[src/rtl/sfmt_pkg.sv]
package sfmt_pkg;
  localparam int HDR_WORDS = 10;
  localparam int WORD_W    = 16;

  typedef enum logic [1:0] {
    WK_HDR  = 2'd0,
    WK_CHAN = 2'd1,
    WK_ZERO = 2'd2
  } word_kind_e;
endpackage

[src/rtl/sfmt_ctrl.sv]
module sfmt_ctrl #(
  parameter int NUM_SRC    = 32,
  parameter int BURST_RECS = 128,
  parameter int BP_W       = 7
) (
  input  logic               clk,
  input  logic               rst,
  input  logic               start_i,
  input  logic               stop_i,
  input  logic [63:0]        session_i,
  input  logic [31:0]        unit_i,
  input  logic [NUM_SRC-1:0] src_active_i,
  input  logic               sample_rdy_i,
  input  logic               busy_i,
  output logic               go_o,
  output logic               recording_o,
  output logic               overrun_o,
  output logic [63:0]        ses_o,
  output logic [31:0]        unit_o,
  output logic [31:0]        idx_o,
  output logic [31:0]        map_o,
  output logic [BP_W-1:0]    bpos_o
);
  localparam logic [BP_W-1:0] BP_LAST = BP_W'(BURST_RECS - 1);

  logic            recording_q, overrun_q;
  logic [63:0]     ses_q;
  logic [31:0]     unit_q, nxt_idx_q, cur_idx_q, map_q;
  logic [BP_W-1:0] nxt_bpos_q, cur_bpos_q;
  logic            start_ok;

  assign start_ok = start_i & ~recording_q & ~busy_i;
  assign go_o     = recording_q & sample_rdy_i & ~busy_i;

  always_ff @(posedge clk) begin
    if (rst) begin
      recording_q <= 1'b0;
      overrun_q   <= 1'b0;
      ses_q       <= '0;
      unit_q      <= '0;
      nxt_idx_q   <= '0;
      cur_idx_q   <= '0;
      map_q       <= '0;
      nxt_bpos_q  <= '0;
      cur_bpos_q  <= '0;
    end else begin
      if (start_ok) begin
        recording_q <= 1'b1;
        ses_q       <= session_i;
        unit_q      <= unit_i;
        nxt_idx_q   <= '0;
        nxt_bpos_q  <= '0;
        overrun_q   <= 1'b0;
      end else if (stop_i) begin
        recording_q <= 1'b0;
      end
      if (go_o) begin
        map_q      <= 32'(src_active_i);
        cur_idx_q  <= nxt_idx_q;
        nxt_idx_q  <= nxt_idx_q + 32'd1;
        cur_bpos_q <= nxt_bpos_q;
        nxt_bpos_q <= (nxt_bpos_q == BP_LAST) ? '0 : nxt_bpos_q + BP_W'(1);
      end
      if (recording_q & sample_rdy_i & busy_i) overrun_q <= 1'b1;
    end
  end

  assign recording_o = recording_q;
  assign overrun_o   = overrun_q;
  assign ses_o       = ses_q;
  assign unit_o      = unit_q;
  assign idx_o       = cur_idx_q;
  assign map_o       = map_q;
  assign bpos_o      = cur_bpos_q;

  // overrun stays set until an accepted start
  p_overrun_sticky_r7: assert property (@(posedge clk) disable iff (rst)
    (overrun_q && !start_ok) |=> overrun_q);

  // tags frozen while the session is open
  p_tags_hold_r3: assert property (@(posedge clk) disable iff (rst)
    recording_q |=> ($stable(ses_q) && $stable(unit_q)));

  // a strobe during a busy record raises the flag
  p_overrun_set_r7: assert property (@(posedge clk) disable iff (rst)
    (recording_q && sample_rdy_i && busy_i) |=> overrun_q);
endmodule

[src/rtl/sfmt_walk.sv]
module sfmt_walk
  import sfmt_pkg::*;
#(
  parameter int NCH       = 1120,
  parameter int REC_WORDS = 2048,
  parameter int CH_AW     = 11,
  parameter int CNT_W     = 11
) (
  input  logic             clk,
  input  logic             rst,
  input  logic             go_i,
  output logic             busy_o,
  output logic             rd_en_o,
  output logic [CH_AW-1:0] rd_addr_o,
  output logic             s1_valid_o,
  output word_kind_e       s1_kind_o,
  output logic [3:0]       s1_hsel_o,
  output logic             s1_first_o,
  output logic             s1_last_o
);
  localparam logic [CNT_W:0]   HDR_END = (CNT_W+1)'(HDR_WORDS);
  localparam logic [CNT_W:0]   CH_END  = (CNT_W+1)'(HDR_WORDS + NCH);
  localparam logic [CNT_W-1:0] LAST    = CNT_W'(REC_WORDS - 1);

  logic             busy_q;
  logic [CNT_W-1:0] wcnt_q;
  logic [CNT_W:0]   wide;
  logic             in_hdr, in_ch;

  assign wide      = {1'b0, wcnt_q};
  assign in_hdr    = wide < HDR_END;
  assign in_ch     = !in_hdr && (wide < CH_END);
  assign rd_en_o   = busy_q && in_ch;
  assign rd_addr_o = CH_AW'(wcnt_q - CNT_W'(HDR_WORDS));
  assign busy_o    = busy_q;

  always_ff @(posedge clk) begin
    if (rst) begin
      busy_q     <= 1'b0;
      wcnt_q     <= '0;
      s1_valid_o <= 1'b0;
      s1_kind_o  <= WK_ZERO;
      s1_hsel_o  <= '0;
      s1_first_o <= 1'b0;
      s1_last_o  <= 1'b0;
    end else begin
      if (go_i) begin
        busy_q <= 1'b1;
        wcnt_q <= '0;
      end else if (busy_q) begin
        if (wcnt_q == LAST) begin
          busy_q <= 1'b0;
          wcnt_q <= '0;
        end else begin
          wcnt_q <= wcnt_q + CNT_W'(1);
        end
      end
      s1_valid_o <= busy_q;
      s1_kind_o  <= in_hdr ? WK_HDR : (in_ch ? WK_CHAN : WK_ZERO);
      s1_hsel_o  <= wcnt_q[3:0];
      s1_first_o <= busy_q && (wcnt_q == '0);
      s1_last_o  <= busy_q && (wcnt_q == LAST);
    end
  end

  // the word counter advances once per cycle inside a record
  p_walk_step_r5: assert property (@(posedge clk) disable iff (rst)
    (busy_q && wcnt_q != LAST) |=> (busy_q && wcnt_q == $past(wcnt_q) + CNT_W'(1)));

  // a fetch cycle is followed by a channel word in the output stage
  p_fetch_kind_r9: assert property (@(posedge clk) disable iff (rst)
    rd_en_o |=> (s1_valid_o && s1_kind_o == WK_CHAN));
endmodule

[src/rtl/sfmt_emit.sv]
module sfmt_emit
  import sfmt_pkg::*;
#(
  parameter int BURST_RECS = 128,
  parameter int BP_W       = 7
) (
  input  logic            clk,
  input  logic            rst,
  input  logic            s1_valid_i,
  input  word_kind_e      s1_kind_i,
  input  logic [3:0]      s1_hsel_i,
  input  logic            s1_first_i,
  input  logic            s1_last_i,
  input  logic [63:0]     ses_i,
  input  logic [31:0]     unit_i,
  input  logic [31:0]     idx_i,
  input  logic [31:0]     map_i,
  input  logic [BP_W-1:0] bpos_i,
  input  logic [15:0]     rd_data_i,
  output logic            out_valid_o,
  output logic [15:0]     out_data_o,
  output logic            out_sor_o,
  output logic            out_eor_o,
  output logic            out_sob_o,
  output logic            out_eob_o
);
  localparam logic [BP_W-1:0] BP_LAST = BP_W'(BURST_RECS - 1);

  logic [15:0] hdr_word;

  always_comb begin
    case (s1_hsel_i)
      4'd0:    hdr_word = ses_i[15:0];
      4'd1:    hdr_word = ses_i[31:16];
      4'd2:    hdr_word = ses_i[47:32];
      4'd3:    hdr_word = ses_i[63:48];
      4'd4:    hdr_word = unit_i[15:0];
      4'd5:    hdr_word = unit_i[31:16];
      4'd6:    hdr_word = idx_i[15:0];
      4'd7:    hdr_word = idx_i[31:16];
      4'd8:    hdr_word = map_i[15:0];
      4'd9:    hdr_word = map_i[31:16];
      default: hdr_word = '0;
    endcase
  end

  always_ff @(posedge clk) begin
    if (rst) begin
      out_valid_o <= 1'b0;
      out_data_o  <= '0;
      out_sor_o   <= 1'b0;
      out_eor_o   <= 1'b0;
      out_sob_o   <= 1'b0;
      out_eob_o   <= 1'b0;
    end else begin
      out_valid_o <= s1_valid_i;
      if (!s1_valid_i)              out_data_o <= '0;
      else if (s1_kind_i == WK_HDR)  out_data_o <= hdr_word;
      else if (s1_kind_i == WK_CHAN) out_data_o <= rd_data_i;
      else                           out_data_o <= '0;
      out_sor_o <= s1_valid_i && s1_first_i;
      out_eor_o <= s1_valid_i && s1_last_i;
      out_sob_o <= s1_valid_i && s1_first_i && (bpos_i == '0);
      out_eob_o <= s1_valid_i && s1_last_i && (bpos_i == BP_LAST);
    end
  end

  // burst markers sit on record boundaries
  p_sob_on_sor_r6: assert property (@(posedge clk) disable iff (rst)
    out_sob_o |-> (out_sor_o && out_valid_o));
  p_eob_on_eor_r6: assert property (@(posedge clk) disable iff (rst)
    out_eob_o |-> (out_eor_o && out_valid_o));

  // no gap and no new record before the current one ends
  p_contig_r5: assert property (@(posedge clk) disable iff (rst)
    (out_valid_o && !out_eor_o) |=> (out_valid_o && !out_sor_o));
endmodule

[src/rtl/acq_frame_fmt.sv]
module acq_frame_fmt
  import sfmt_pkg::*;
#(
  parameter int NUM_SRC     = 32,
  parameter int PRI_CH      = 1024,
  parameter int AUX_PER_SRC = 3,
  parameter int REC_BYTES   = 4096,
  parameter int BURST_RECS  = 128,
  localparam int AUX_CH     = NUM_SRC * AUX_PER_SRC,
  localparam int NCH        = PRI_CH + AUX_CH,
  localparam int REC_WORDS  = REC_BYTES / 2,
  localparam int CH_AW      = $clog2(NCH),
  localparam int CNT_W      = $clog2(REC_WORDS),
  localparam int BP_W       = (BURST_RECS > 1) ? $clog2(BURST_RECS) : 1
) (
  input  logic               clk,
  input  logic               rst,
  input  logic               start_i,
  input  logic               stop_i,
  input  logic [63:0]        session_i,
  input  logic [31:0]        unit_i,
  input  logic [NUM_SRC-1:0] src_active_i,
  input  logic               sample_rdy_i,
  output logic               buf_rd_en_o,
  output logic [CH_AW-1:0]   buf_rd_addr_o,
  input  logic [15:0]        buf_rd_data_i,
  output logic               out_valid_o,
  output logic [15:0]        out_data_o,
  output logic               out_sor_o,
  output logic               out_eor_o,
  output logic               out_sob_o,
  output logic               out_eob_o,
  output logic               recording_o,
  output logic               overrun_o
);
  logic            go, busy;
  logic [63:0]     ses;
  logic [31:0]     unit, idx, map;
  logic [BP_W-1:0] bpos;
  logic            s1_valid, s1_first, s1_last;
  word_kind_e      s1_kind;
  logic [3:0]      s1_hsel;

  sfmt_ctrl #(.NUM_SRC(NUM_SRC), .BURST_RECS(BURST_RECS), .BP_W(BP_W)) u_ctrl (
    .clk(clk), .rst(rst), .start_i(start_i), .stop_i(stop_i),
    .session_i(session_i), .unit_i(unit_i), .src_active_i(src_active_i),
    .sample_rdy_i(sample_rdy_i), .busy_i(busy), .go_o(go),
    .recording_o(recording_o), .overrun_o(overrun_o), .ses_o(ses),
    .unit_o(unit), .idx_o(idx), .map_o(map), .bpos_o(bpos)
  );

  sfmt_walk #(.NCH(NCH), .REC_WORDS(REC_WORDS), .CH_AW(CH_AW), .CNT_W(CNT_W)) u_walk (
    .clk(clk), .rst(rst), .go_i(go), .busy_o(busy),
    .rd_en_o(buf_rd_en_o), .rd_addr_o(buf_rd_addr_o),
    .s1_valid_o(s1_valid), .s1_kind_o(s1_kind), .s1_hsel_o(s1_hsel),
    .s1_first_o(s1_first), .s1_last_o(s1_last)
  );

  sfmt_emit #(.BURST_RECS(BURST_RECS), .BP_W(BP_W)) u_emit (
    .clk(clk), .rst(rst), .s1_valid_i(s1_valid), .s1_kind_i(s1_kind),
    .s1_hsel_i(s1_hsel), .s1_first_i(s1_first), .s1_last_i(s1_last),
    .ses_i(ses), .unit_i(unit), .idx_i(idx), .map_i(map), .bpos_i(bpos),
    .rd_data_i(buf_rd_data_i), .out_valid_o(out_valid_o),
    .out_data_o(out_data_o), .out_sor_o(out_sor_o), .out_eor_o(out_eor_o),
    .out_sob_o(out_sob_o), .out_eob_o(out_eob_o)
  );

  // nothing is emitted directly after reset
  p_reset_quiet_r10: assert property (@(posedge clk)
    rst |=> (!out_valid_o && !recording_o && !overrun_o));
endmodule

[config.mk]
export PLATFORM = sky130hd
export DESIGN_NAME = acq_frame_fmt
export DESIGN_NICKNAME = d
export VERILOG_FILES = /design/src/rtl/sfmt_pkg.sv /design/src/rtl/sfmt_ctrl.sv /design/src/rtl/sfmt_walk.sv /design/src/rtl/sfmt_emit.sv /design/src/rtl/acq_frame_fmt.sv
export SDC_FILE = /design/constraint.sdc
export NUM_CORES = 1
export LEC_CHECK = 0
export BUFFER_PORTS_ARGS = -buffer_cell sky130_fd_sc_hd__buf_2
export CORE_MARGIN = 2
export CORE_UTILIZATION = 30
export DETAILED_ROUTE_END_ITERATION = 6
export GPL_TIMING_DRIVEN = 1
export PLACE_DENSITY = 0.46
export SETUP_SLACK_MARGIN = 0.05
export SYNTH_ARGS = -nofsm -noshare
export SYNTH_HDL_FRONTEND = slang
export SYNTH_HIERARCHICAL = 1
export SYNTH_SLANG_ARGS = --single-unit
[constraint.sdc]
create_clock -name clk -period 2.45 [get_ports clk]
set_clock_uncertainty 0.2 [all_clocks]
set_input_delay 0 -clock clk [delete_from_list [all_inputs] [get_ports clk]]
set_output_delay 0 -clock clk [all_outputs]
set_load 0.02 [all_outputs]
==> results.py <==
metrics = {
    "status": {
        "status": "finished, final reports clean",
    },
    "synthesis": {
        "synth_cell_type_count": 74,
        "synth.area.mux_share": 0.0408,
        "synthSimpleGateAreaFrac": 0.247,
        "yosysWarnings": 6,
        "ys_seq_elements": 250,
        "syn_area_um2": 11100,
        "synth-xor-area-share": 0.0134,
        "syn-num-nets": 1539,
        "synth_edf_count": 0,
        "syn-instance-count": 1384,
        "avgSynthCellArea_um2": 8.04,
        "synth_top_family_by_area": "simple AND/OR/NAND/NOR gates",
        "synth-main-ff-cell": "dfxtp_1",
        "synth_compound_area_frac": 0.190,
        "async_flop_share": 0,
        "synthAdderAreaFrac": 0.00674,
        "yosysSeqAreaShare": 0.450,
    },
    "power": {
        "leakage_nw": 5.60,
        "p_total_w": 0.00965,
        "p_per_area_nw_per_um2": 624,
        "irDropWorstVdd_mv": 0.507,
    },
    "sta": {
        "tightest_slew_ps": 911,
        "maxSlewViolCount": 0,
        "slew_headroom": 0.393,
        "rsz0062_at_grt": "yes",
        "setup_viol": 0,
        "hold_violations": 0,
        "fin_crit_ps": 2330,
        "fin_crit_sh": 0.952,
        "fmax_mhz": 429,
        "fin_setup_tns_ps": 0,
    },
    "route": {
        "via_per_inst": 5.03,
        "ant_nets": 0,
        "vias": 11131,
        "wl_per_cell_um": 18.3,
        "first_iter_violations": 594,
        "first_pass_iters": 6,
        "drcViolationCount": 0,
        "wirelength_um": 40500,
    },
    "cells_and_area": {
        "layout-drive-gt1-share": 0.180,
        "fin_cells": 2211,
        "antenna_cells": 0,
        "final_util": 0.423,
        "fin_area_um2": 15500,
        "nets": 1880,
        "syn_to_final_growth_pct": 39.0,
        "fillers": 3724,
    },
    "clock_network": {
        "tritoncts": "done",
        "cts_made_buffers": 29,
        "path_clk_slew_ps": 60,
        "htree_levels": 1,
        "cts_max_path_buffers": 3,
        "cts_setup_buffers": 0,
        "insertion_delay_ps": 540,
        "cts-root-buf": "clkbuf_16",
        "cts_sinks": 250,
    },
    "worst_setup_path": {
        "crit_path_start_kind": "flop",
        "required_ps": 2670,
        "cp.arrival_ps": 2550,
        "crit_path_end_kind": "flop",
        "worstSetupPathType": "flop to flop",
        "crit_fanout": 24,
    },
    "global_routing": {
        "grt-ovfl-total": 0,
        "grt_pass1_vias": 10453,
        "grt_max_degree": 112,
        "grt.total_usage": 0.201,
        "grt_pass1_wl_um": 60800,
        "grt_antenna_before_repair": 1,
    },
    "worst_hold_path": {
        "hp-class": "input pin to flop",
    },
    "placed_design": {
        "place.gp.congestion": 0.882,
        "place.detailed.hpwl_um": 28100,
        "port_buffers": 183,
        "dp_cells": 1967,
        "placed_cell_area_um2": 12500,
    },
    "floorplan": {
        "die_x_um": 197,
        "die_h_um": 197,
        "initial_utilization": 0.304,
        "num_rows": 70,
        "core_um2": 36600,
        "dieArea_um2": 38700,
        "ios": 184,
    },
    "job": {
        "cap_viol_max_count": 0,
    },
}
-- where the power goes --
group | internal [W] | leakage (nW) | total (W) | switching, W
clock | 0.00260 | 0.465 | 0.00432 | 0.00171
combinational | 0.000499 | 3.11 | 0.00103 | 0.000527
sequential | 0.00420 | 2.03 | 0.00431 | 0.000105
-- logic make-up after synthesis --
| group | Yosys count |
|---|---|
| AND/OR/NAND/NOR | 596 |
| AO/OA/AOI/OAI | 346 |
| flip-flops | 250 |
| buffers and inverters | 132 |
| multiplexers | 37 |
| XOR/XNOR | 17 |
| adder cells (fa/ha/maj) | 6 |
-- worst max-delay path, stage by stage, from the launching register on --
cell and delay [ps]:
dfxtp_1 540, buf_4 340, nand3b_2 290, o32ai_1 120, a2111oi_1 470, buf_4 190
o21ai_0 60
-- worst paths after layout --
kind	start	to	slack, ps	cells past startpoint
worst max-delay path	u_walk/s1_hsel_o[3]$_SDFF_PP0_	u_emit/out_data_o[6]$_SDFF_PP0_	120	6
worst min-delay path	buf_rd_data_i[9]	u_emit/out_data_o[9]$_SDFF_PP0_	40	3
worst max register to register	u_walk/s1_hsel_o[3]$_SDFF_PP0_	u_emit/out_data_o[6]$_SDFF_PP0_	120	6
worst min register to register	u_ctrl/bpos_o[0]$_SDFFE_PP0P_	u_emit/out_sob_o$_SDFF_PP0_	250	1
-- cell usage after synthesis (all sizes together) (5+ instances only) --
cell	count	area, um^2
ha	6	75.1
mux4	6	135
a211oi	8	72.6
nand3b	18	139
nand4	10	68.8
a22oi	7	52.6
and3	6	37.5
inv	20	75.1
xor2	5	43.8
mux2	7	78.8
a221oi	8	70.1
o211ai	7	52.6
and2	9	56.3
a22o	11	96.3
nor3	16	80.1
nor2	46	173
nand2b	12	75.1
nor3b	6	45.0
clkbuf	71	268
or4	13	105
nand4b	5	43.8
nor4	8	50.1
or3	11	70.1
xnor2	12	105
dfxtp	250	5000
a31oi	6	37.5
o311ai	12	105
buf	40	236
or2	8	50.1
o21ai	18	90.1
a311oi	7	61.3
nand2	375	1410
nor2b	12	75.1
nand3	28	145
mux2i	24	240
a21oi	221	1110
-- cell usage in the layout, fill, tap and decap left out, drive strengths merged, types with 5 or more instances in the layout --
| cell type | n |
|---|---|
| mux2 | 7 |
| nor4 | 8 |
| xor2 | 5 |
| a22o | 11 |
| dlygate4sd3 | 195 |
| o311ai | 12 |
| o21ai | 18 |
| ha | 6 |
| o211ai | 7 |
| nor3 | 16 |
| or3 | 11 |
| nor2 | 46 |
| and3 | 6 |
| a221oi | 8 |
| nand3b | 18 |
| nor3b | 6 |
| or2 | 8 |
| mux2i | 24 |
| a21oi | 221 |
| nand4b | 5 |
| nand3 | 28 |
| a22oi | 7 |
| mux4 | 6 |
| nor2b | 12 |
| nand2 | 375 |
| or4 | 13 |
| nand2b | 12 |
| a31oi | 6 |
| buf | 226 |
| inv | 21 |
| and2 | 9 |
| a311oi | 7 |
| nand4 | 10 |
| xnor2 | 12 |
| clkbuf | 42 |
| dfxtp | 250 |
| a211oi | 8 |
-- per-stage QoR --
stage | hold slack (ps) | setup WS (ps)
2_1_floorplan | -91.4 | 197
3_3_place_gp | 20.2 | 139
3_5_place_dp | 23.0 | 150
4_1_cts | 9.65 | 56.9
5_1_grt | 33.3 | 14.2
6_report | 41.6 | 118
-- flip-flops by register name, indices dropped and copies added, names as in the netlist, 2 cells and up --
register / flops
u_walk/s1_kind_o: 2
u_ctrl/nxt_idx_q: 32
u_ctrl/map_o: 32
u_ctrl/bpos_o: 7
u_ctrl/idx_o: 32
u_ctrl/nxt_bpos_q: 7
u_ctrl/ses_o: 64
u_emit/out_data_o: 16
u_walk/s1_hsel_o: 4
u_ctrl/unit_o: 32
u_walk/wcnt_q: 11
-- repair_timing --
item | 4_1_cts | 5_1_grt
pin swaps | 0 | 1
hold buffers | 195 | 0
endpoints found under the hold margin | 228 | 0
resized for setup | 4 | 8
setup endpoints to repair | 1 | 6
-- per-layer routing --
layer | part of all wire | wire length (um) | track usage
met1 | 0.48 | 19400 | 0.290
met3 | 0.050 | 2030 | 0.0265
met2 | 0.44 | 18000 | 0.317
met5 | 0 | 0 | 0
met4 | 0.027 | 1110 | 0.0540
-- cell type report --
class | instances | area (um^2) | area share
multi-input combinational | 1002 | 5580 | 0.361
sequential | 250 | 5010 | 0.324
timing repair buffer | 421 | 3270 | 0.211
clock buffer | 42 | 855 | 0.0552
tap | 468 | 586 | 0.0378
clock inverter | 7 | 91.3 | 0.00590
inverter | 21 | 78.8 | 0.00509
Note: power is estimated with default switching activity, not from simulation.
